<file path="src/rtl/pad_func_mux_pkg.sv">
package pad_func_mux_pkg;
  typedef enum logic [1:0] {
    FK_BIDIR = 2'd0,
    FK_OUT   = 2'd1,
    FK_IN    = 2'd2
  } fn_kind_e;
endpackage

</file>
<file path="src/rtl/pad_func_mux_regs.sv">
module pad_func_mux_regs #(
  parameter int N_PADS = 4,
  parameter int SEL_W  = 2,
  parameter int ADDR_W = 8,
  parameter int DATA_W = 32,
  parameter int IDX_LO = 2,
  parameter int IDX_HI = 4
) (
  input  logic                    clk_i,
  input  logic                    rst_ni,
  input  logic                    bus_valid_i,
  input  logic                    bus_write_i,
  input  logic [ADDR_W-1:0]       bus_addr_i,
  input  logic [DATA_W-1:0]       bus_wdata_i,
  output logic [DATA_W-1:0]       bus_rdata_o,
  output logic                    bus_err_o,
  output logic [N_PADS*SEL_W-1:0] sel_o
);
  localparam int IDX_W = IDX_HI - IDX_LO + 1;

  logic [IDX_W-1:0] idx;
  logic             hit;
  logic [SEL_W-1:0] sel_q [N_PADS];

  assign idx = bus_addr_i[IDX_HI:IDX_LO];
  assign hit = (32'(idx) < N_PADS);
  assign bus_err_o = bus_valid_i && !hit;

  for (genvar p = 0; p < N_PADS; p++) begin : g_reg
    always_ff @(posedge clk_i or negedge rst_ni) begin
      if (!rst_ni)
        sel_q[p] <= '0;
      else if (bus_valid_i && bus_write_i && idx == IDX_W'(p))
        sel_q[p] <= bus_wdata_i[SEL_W-1:0];
    end
    assign sel_o[p*SEL_W +: SEL_W] = sel_q[p];

    assert_wr_take_R6: assert property (@(posedge clk_i) disable iff (!rst_ni)
      (bus_valid_i && bus_write_i && idx == IDX_W'(p))
        |=> sel_q[p] == $past(bus_wdata_i[SEL_W-1:0]));
  end

  always_comb begin
    bus_rdata_o = '0;
    if (bus_valid_i && !bus_write_i)
      for (int p = 0; p < N_PADS; p++)
        if (idx == IDX_W'(p)) bus_rdata_o = DATA_W'(sel_q[p]);
  end

  assert_unmapped_wr_R8: assert property (@(posedge clk_i) disable iff (!rst_ni)
    (bus_valid_i && bus_write_i && bus_err_o) |=> $stable(sel_o));
  assert_unmapped_rd_R8: assert property (@(posedge clk_i) disable iff (!rst_ni)
    (bus_valid_i && !bus_write_i && bus_err_o) |-> bus_rdata_o == '0);
  assert_idle_R10: assert property (@(posedge clk_i) disable iff (!rst_ni)
    !bus_valid_i |=> $stable(sel_o));
  assert_idle_out_R10: assert property (@(posedge clk_i) disable iff (!rst_ni)
    !bus_valid_i |-> (!bus_err_o && bus_rdata_o == '0));
endmodule

</file>
<file path="src/rtl/pad_func_mux_route.sv">
module pad_func_mux_route
  import pad_func_mux_pkg::*;
#(
  parameter int                   N_FUNCS  = 3,
  parameter int                   SEL_W    = 2,
  parameter logic [2*N_FUNCS-1:0] KIND_MAP = 6'b10_01_00
) (
  input  logic               clk_i,
  input  logic               rst_ni,
  input  logic [SEL_W-1:0]   sel_i,
  input  logic               pad_in_i,
  output logic               pad_out_o,
  output logic               pad_oe_o,
  input  logic [N_FUNCS-1:0] fn_out_i,
  input  logic [N_FUNCS-1:0] fn_oe_i,
  output logic [N_FUNCS-1:0] fn_in_o
);
  always_comb begin
    pad_out_o = 1'b0;
    pad_oe_o  = 1'b0;
    fn_in_o   = '0;
    for (int f = 0; f < N_FUNCS; f++) begin
      if (32'(sel_i) == f) begin
        case (fn_kind_e'(KIND_MAP[2*f +: 2]))
          FK_BIDIR: begin
            pad_out_o  = fn_out_i[f];
            pad_oe_o   = fn_oe_i[f];
            fn_in_o[f] = pad_in_i;
          end
          FK_OUT: begin
            pad_out_o = fn_out_i[f];
            pad_oe_o  = 1'b1;
          end
          default: fn_in_o[f] = pad_in_i;
        endcase
      end
    end
  end

  assert_one_sink_R3: assert property (@(posedge clk_i) disable iff (!rst_ni)
    $onehot0(fn_in_o));
  assert_idle_code_R4: assert property (@(posedge clk_i) disable iff (!rst_ni)
    (32'(sel_i) >= N_FUNCS) |-> (!pad_out_o && !pad_oe_o && fn_in_o == '0));
endmodule

</file>
<file path="src/rtl/pad_func_mux.sv">
module pad_func_mux #(
  parameter int                   N_PADS   = 4,
  parameter int                   N_FUNCS  = 3,
  parameter int                   SEL_W    = 2,
  parameter int                   ADDR_W   = 8,
  parameter int                   DATA_W   = 32,
  parameter int                   IDX_LO   = 2,
  parameter int                   IDX_HI   = 4,
  parameter logic [2*N_FUNCS-1:0] KIND_MAP = 6'b10_01_00
) (
  input  logic                      clk_i,
  input  logic                      rst_ni,
  input  logic                      bus_valid_i,
  input  logic                      bus_write_i,
  input  logic [ADDR_W-1:0]         bus_addr_i,
  input  logic [DATA_W-1:0]         bus_wdata_i,
  output logic [DATA_W-1:0]         bus_rdata_o,
  output logic                      bus_err_o,
  input  logic [N_PADS-1:0]         pad_in_i,
  output logic [N_PADS-1:0]         pad_out_o,
  output logic [N_PADS-1:0]         pad_oe_o,
  input  logic [N_PADS*N_FUNCS-1:0] fn_out_i,
  input  logic [N_PADS*N_FUNCS-1:0] fn_oe_i,
  output logic [N_PADS*N_FUNCS-1:0] fn_in_o
);
  logic [N_PADS*SEL_W-1:0] sel;

  pad_func_mux_regs #(
    .N_PADS(N_PADS), .SEL_W(SEL_W), .ADDR_W(ADDR_W), .DATA_W(DATA_W),
    .IDX_LO(IDX_LO), .IDX_HI(IDX_HI)
  ) regs_i (
    .clk_i(clk_i), .rst_ni(rst_ni),
    .bus_valid_i(bus_valid_i), .bus_write_i(bus_write_i),
    .bus_addr_i(bus_addr_i), .bus_wdata_i(bus_wdata_i),
    .bus_rdata_o(bus_rdata_o), .bus_err_o(bus_err_o),
    .sel_o(sel)
  );

  for (genvar p = 0; p < N_PADS; p++) begin : g_pad
    pad_func_mux_route #(
      .N_FUNCS(N_FUNCS), .SEL_W(SEL_W), .KIND_MAP(KIND_MAP)
    ) route_i (
      .clk_i(clk_i), .rst_ni(rst_ni),
      .sel_i(sel[p*SEL_W +: SEL_W]),
      .pad_in_i(pad_in_i[p]),
      .pad_out_o(pad_out_o[p]),
      .pad_oe_o(pad_oe_o[p]),
      .fn_out_i(fn_out_i[p*N_FUNCS +: N_FUNCS]),
      .fn_oe_i(fn_oe_i[p*N_FUNCS +: N_FUNCS]),
      .fn_in_o(fn_in_o[p*N_FUNCS +: N_FUNCS])
    );
  end
endmodule

</file>
<file path="config.mk">
export PLATFORM = sky130hd
export DESIGN_NAME = pad_func_mux
export DESIGN_NICKNAME = d
export VERILOG_FILES = /design/src/rtl/pad_func_mux_pkg.sv /design/src/rtl/pad_func_mux_regs.sv /design/src/rtl/pad_func_mux_route.sv /design/src/rtl/pad_func_mux.sv
export SDC_FILE = /design/constraint.sdc
export NUM_CORES = 1
export LEC_CHECK = 0
export ABC_AREA = 1
export ABC_CLOCK_PERIOD_IN_PS = 2300
export BUFFER_PORTS_ARGS = -buffer_cell sky130_fd_sc_hd__buf_4
export CORE_AREA = 2 2 55 57
export CTS_BUF_LIST = sky130_fd_sc_hd__clkbuf_8
export CTS_CLUSTER_SIZE = 12
export DETAILED_ROUTE_END_ITERATION = 12
export DIE_AREA = 0 0 57 59
export PLACE_DENSITY = 0.85
export SETUP_SLACK_MARGIN = 0.2
export SYNTH_ARGS = -nofsm -noshare
export SYNTH_HDL_FRONTEND = slang
export SYNTH_HIERARCHICAL = 1
export SYNTH_SLANG_ARGS = --single-unit
export TNS_END_PERCENT = 100
</file>
<file path="constraint.sdc">
create_clock -name clk_i -period 2.3 [get_ports clk_i]
set_input_delay 0.23 -clock clk_i [delete_from_list [all_inputs] [get_ports clk_i]]
set_output_delay 0.23 -clock clk_i [all_outputs]
set_load 0.03 [all_outputs]
</file>
== Word-level counts from Yosys, hierarchy flattened ==
Index checks and enable logic that the tools add are counted.
Operators by class
  multiplexer cells: 29
  magnitude comparators: 1
  reduce and logical (&&, ||, !) cells: 14
  equal/unequal tests: 11
Operator list (number)
  32-bit 2-to-1 mux: 4
  1-bit 2-to-1 mux: 24
  2-bit by 1-bit equality test with 1-bit output, second input constant: 4
  2-bit equality test, second input constant: 4
  2-bit logical NOT: 4
  1-bit logical AND: 7
  3-bit by 2-bit equality test with 1-bit output, second input constant: 2
  3-bit by 1-bit equality test with 1-bit output, second input constant: 1
  3-bit logical NOT: 1
  3-bit < comparator, second input constant: 1
  1-bit logical NOT: 2
  2-bit 2-to-1 mux: 1
Storage, ports and cells
  flip-flop bits (word level): 8
  bits of input ports: 72
  output and inout port bits: 53
  logic and storage cells: 59

== Depth between registers and ports, before layout ==
  word-level depth: 6
  gate-level depth with buffers: 5
  gate-level depth less buffers: 5

== Cells and area by module ==
Netlist, hierarchy kept.
Modules (own cells, without submodules)
  pad_func_mux_regs: cells an instance 87, times used 1, sequential area each 200.2 sq um, area each 665.6 sq um
  pad_func_mux_route: cells an instance 13, times used 4, sequential area each 0.0 sq um, area each 53.8 sq um

== Worst setup path after synthesis ==
Ideal clock, no wire load.
  path type: register -> output
  start point: reg regs_i.sel_q (netlist bit regs_i/sel_o[3])
  end point: out bus_rdata_o[1]
  arrival time: 995 ps
  path buffers: 0
  stages on the path, launching flop included: 5
  data required time: 2070 ps
  setup slack: 1075 ps
  cells stage by stage: dfrtp_1 > nand4_1 > nand2_1 > nor2_1 > nor2_1
Between the ends
  cells in the longest elaborated chain, start to end: 4
RTL lines
  start, declared: line pad_func_mux_regs.sv:23  | logic [SEL_W-1:0] sel_q [N_PADS];
  start signal, assigned by index: line pad_func_mux_regs.sv:34  | sel_q[p] <= bus_wdata_i[SEL_W-1:0];
  32-bit 2-to-1 mux (3 in series): line pad_func_mux_regs.sv:47  | if (idx == IDX_W'(p)) bus_rdata_o = DATA_W'(sel_q[p]);
  32-bit 2-to-1 mux: line pad_func_mux_regs.sv:45  | if (bus_valid_i && !bus_write_i)
  end, declared: line pad_func_mux.sv:17  | output logic [DATA_W-1:0] bus_rdata_o,
No other way between the ends.

== Worst setup path after layout ==
  start point: reg regs_i.sel_q (netlist bit regs_i/sel_o[1])
  end point: out bus_rdata_o[1]
Between the ends
  cells in the longest elaborated chain, start to end: 5
RTL lines (line)
  2-bit 2-to-1 mux: pad_func_mux_regs.sv:47
  32-bit 2-to-1 mux (3 in series): pad_func_mux_regs.sv:47
  32-bit 2-to-1 mux: pad_func_mux_regs.sv:45
No other way between the ends.

==> summary.txt <==
Run
  – Max-cap violations: 0

Pwr
  – Pwr Density: 695 nW/um^2
  – Int Pwr: 0.000422 W
  – Reg power frac: roughly 28%
  – P_sw: 0.000375 W
  – Pwr Total: around 0.00080 W
  – Clk pwr share: 20.1%
  – Max IR drop VDD: 0.383 mV
  – Comb pwr share: 51.8%
  – Static leakage: 0.680 nW
  – Switching Fraction: a little under half

Critical path
  – Setup crit start: regs_i/sel_o[1]
  – Critical Path RT: 2.07 ns
  – Critical Path AT: 1.15 ns
  – Worst reg2reg path endpoint: regs_i/sel_o[1]
  – Worst R2R Start: regs_i/sel_o[1]
  – Critical path fanouts, max: 6
  – R2R setup slack: 1.56 ns
  – Critical Path End: bus_rdata_o[1]
  – Nature of the critical path startpoint: flip-flop
  – CP Class: reg2out
  – Depth of the most critical reg-to-reg path: 2
  – CP Capture Type: primary output

Detailed routing
  – DR iter-0 viols: 21
  – Drt wl/cell: roughly 8.8 um
  – Routed WL: ~1.9 mm
  – Drt pass-1 iters: 4
  – Drt drc: 0
  – DR vias: 823
  – Post-route ant nets: 0
  – Drt via density: slightly below 4

CTS
  – CTS tree: built
  – Post-CTS sizing: 0
  – Post-CTS setup buffers: 0
  – CTS H-tree depth: 1
  – Worst skew pair latency: 0.22 ns
  – TritonCTS Buffers: 3
  – Root buf cell: clkbuf_8
  – Clock sinks: 8
  – CTS Buffer Depth: 2
  – Clock slew at reported path FFs: 0.04 ns

Floorplanning
  – IO Count: between 100 and 150
  – Starting density of the core: roughly 33%
  – Die W: about 57 um
  – # rows: 19
  – Die height: around 60 um
  – Die footprint: 3360 um^2
  – Total core area: ~2700 um^2

Cells and area
  – Layout cells sized above 1: 29.8%
  – Max reg flops: 8
  – Antenna cells: 0
  – Layout Nets: 255
  – Post-layout util: 42.3%
  – Layout area overhead: 30.3%

Placement
  – DPL Wire Length: 1.61 mm
  – Port Buf Inserts: 43
  – GPL Wtd Cong: around 0.7

Logic synthesis
  – Largest family of logic cells by synthesized area: buffers and inverters
  – Adder-cell share of the synthesized area: 0%
  – Multiplexer share of the synthesized area: 0%
  – Synth Area in Compound Gates: ~5.7%
  – Syn Std Cell Area: 881 um^2
  – Synth Area in Simple Gates: between 30% and 40%
  – Cell variety after synth: 14
  – Synthesized area per cell: 6.34 um^2
  – Post-Synth XOR/XNOR Area: 0%
  – Synthesis Warnings: 6
  – Sequential area share after synthesis: 22.7%
  – Post-Synthesis Cells: 139
  – Yosys reg bits: 8

Timing
  – FMAX: 726 MHz
  – Fin Hold WS: 0.303 ns
  – Final Hold Violating Endpoints: 0
  – RSZ-0062 raised after global routing: no
  – Crit share post-route: between 50% and 60%
  – Minimum clock period: 1.38 ns
  – Setup TNS: 0 ns
  – Setup-failing EPs final: 0
  – Final clock skew: 0 ns
  – Fin. max-slew vios: 0

GRT
  – Grt ovf: 0
  – Vias in the first global route: 692
  – First-pass GRT wire length: 2.86 mm
  – GRT Total Usage: 10.7%
  – Initial antenna violation count: 0
  – Largest net degree at the start of global routing: 9

Worst hold path
  – Worst min-delay path category: in2reg

Status
  – Run status: completed
## power groups by stage
stage	sequential [W]	clock [W]	combinational, W
final	0.000224	0.000161	0.000413
after global routing	0.000233	0.000174	0.000452
after CTS	0.000226	0.000166	0.000417
after detailed placement	0.000227	0	0.000414
after global placement	0.000227	0	0.000410
after floorplan	0.000210	0	0.000332
## Yosys cell counts
library cell / instances / area share (%)
conb_1: 5 / 2.1
a21oi_1: 2 / 1.1
nand4_1: 3 / 2.1
nor2_4: 2 / 2.6
inv_2: 5 / 2.1
o21ai_0: 6 / 3.4
dfrtp_1: 8 / 23
buf_4: 34 / 29
inv_1: 10 / 4.3
nand3_1: 10 / 5.7
nand3_4: 1 / 2.0
o21ai_1: 2 / 1.1
nand2_1: 24 / 10
nor2_1: 27 / 12
## repair_timing
item                       in CTS  in global routing
setup endpoints to repair       0                  0
hold endpoints to repair        8                  0
hold buffers                    1                  0
## worst min-delay path by stage
stage                        start         endpoint  slack, ns  depth (start not counted)
floorplan                   rst_ni  regs_i/sel_o[0]      -0.07                          0
global placement            rst_ni  regs_i/sel_o[6]       0.05                          1
detailed placement          rst_ni  regs_i/sel_o[6]       0.05                          1
CTS                 bus_wdata_i[1]  regs_i/sel_o[7]       0.31                          3
global route        bus_wdata_i[1]  regs_i/sel_o[7]       0.32                          3
finish              bus_wdata_i[1]  regs_i/sel_o[7]       0.30                          3
## cells in the final DEF, fill, tap and decap left out
cell type and n:
buf_4 43, conb_1 34, nor2_1 27, nand2_1 24, nand3_1 10, inv_1 10, dfrtp_1 8, o21ai_0 6
inv_2 5, clkbuf_8 3, nand4_1 3, nor2_4 2, o21ai_1 2, a21oi_1 2, dlygate4sd3_1 1, nand3_4 1
## worst max-delay path, stage by stage (launching register included)
cell and delay (ns):
dfrtp_1 0.45, nand3_1 0.11, nand2_1 0.08, nor2_1 0.04, nor2_1 0.08, buf_4 0.16
## layout make-up
| type | instances | area, um^2 |
|---|---|---|
| clock buffers | 3 | 41.3 |
| well taps | 31 | 38.8 |
| inverters | 15 | 56.3 |
| repair buffers | 44 | 333 |
| multi-input cells | 111 | 478 |
| flip-flops and latches | 8 | 200 |
| fillers | 308 | 1560 |
## metal layers
layer	GRT usage (%)	wire length [um]	vias to the layer above
met5	0	0	-
met4	3.99	0	0
met3	2.62	179	0
met2	16.3	852	39
met1	14.8	837	337
li1	-	-	447
## cell families after synthesis
group | after synthesis
flops | 8
buf+inv | 49
compound gates | 10
simple gates | 67
other cells | 5
## stage by stage
stage | cells | setup WS (ns) | cell area [um^2]
after CTS | 212 | 0.897 | 1150
after global placement | 208 | 1.11 | 1100
final | 212 | 0.923 | 1150
after global routing | 212 | 0.797 | 1150
after detailed placement | 208 | 1.09 | 1100
after floorplan | 168 | 1.07 | 990
Note: power is estimated with default switching activity, not from simulation.
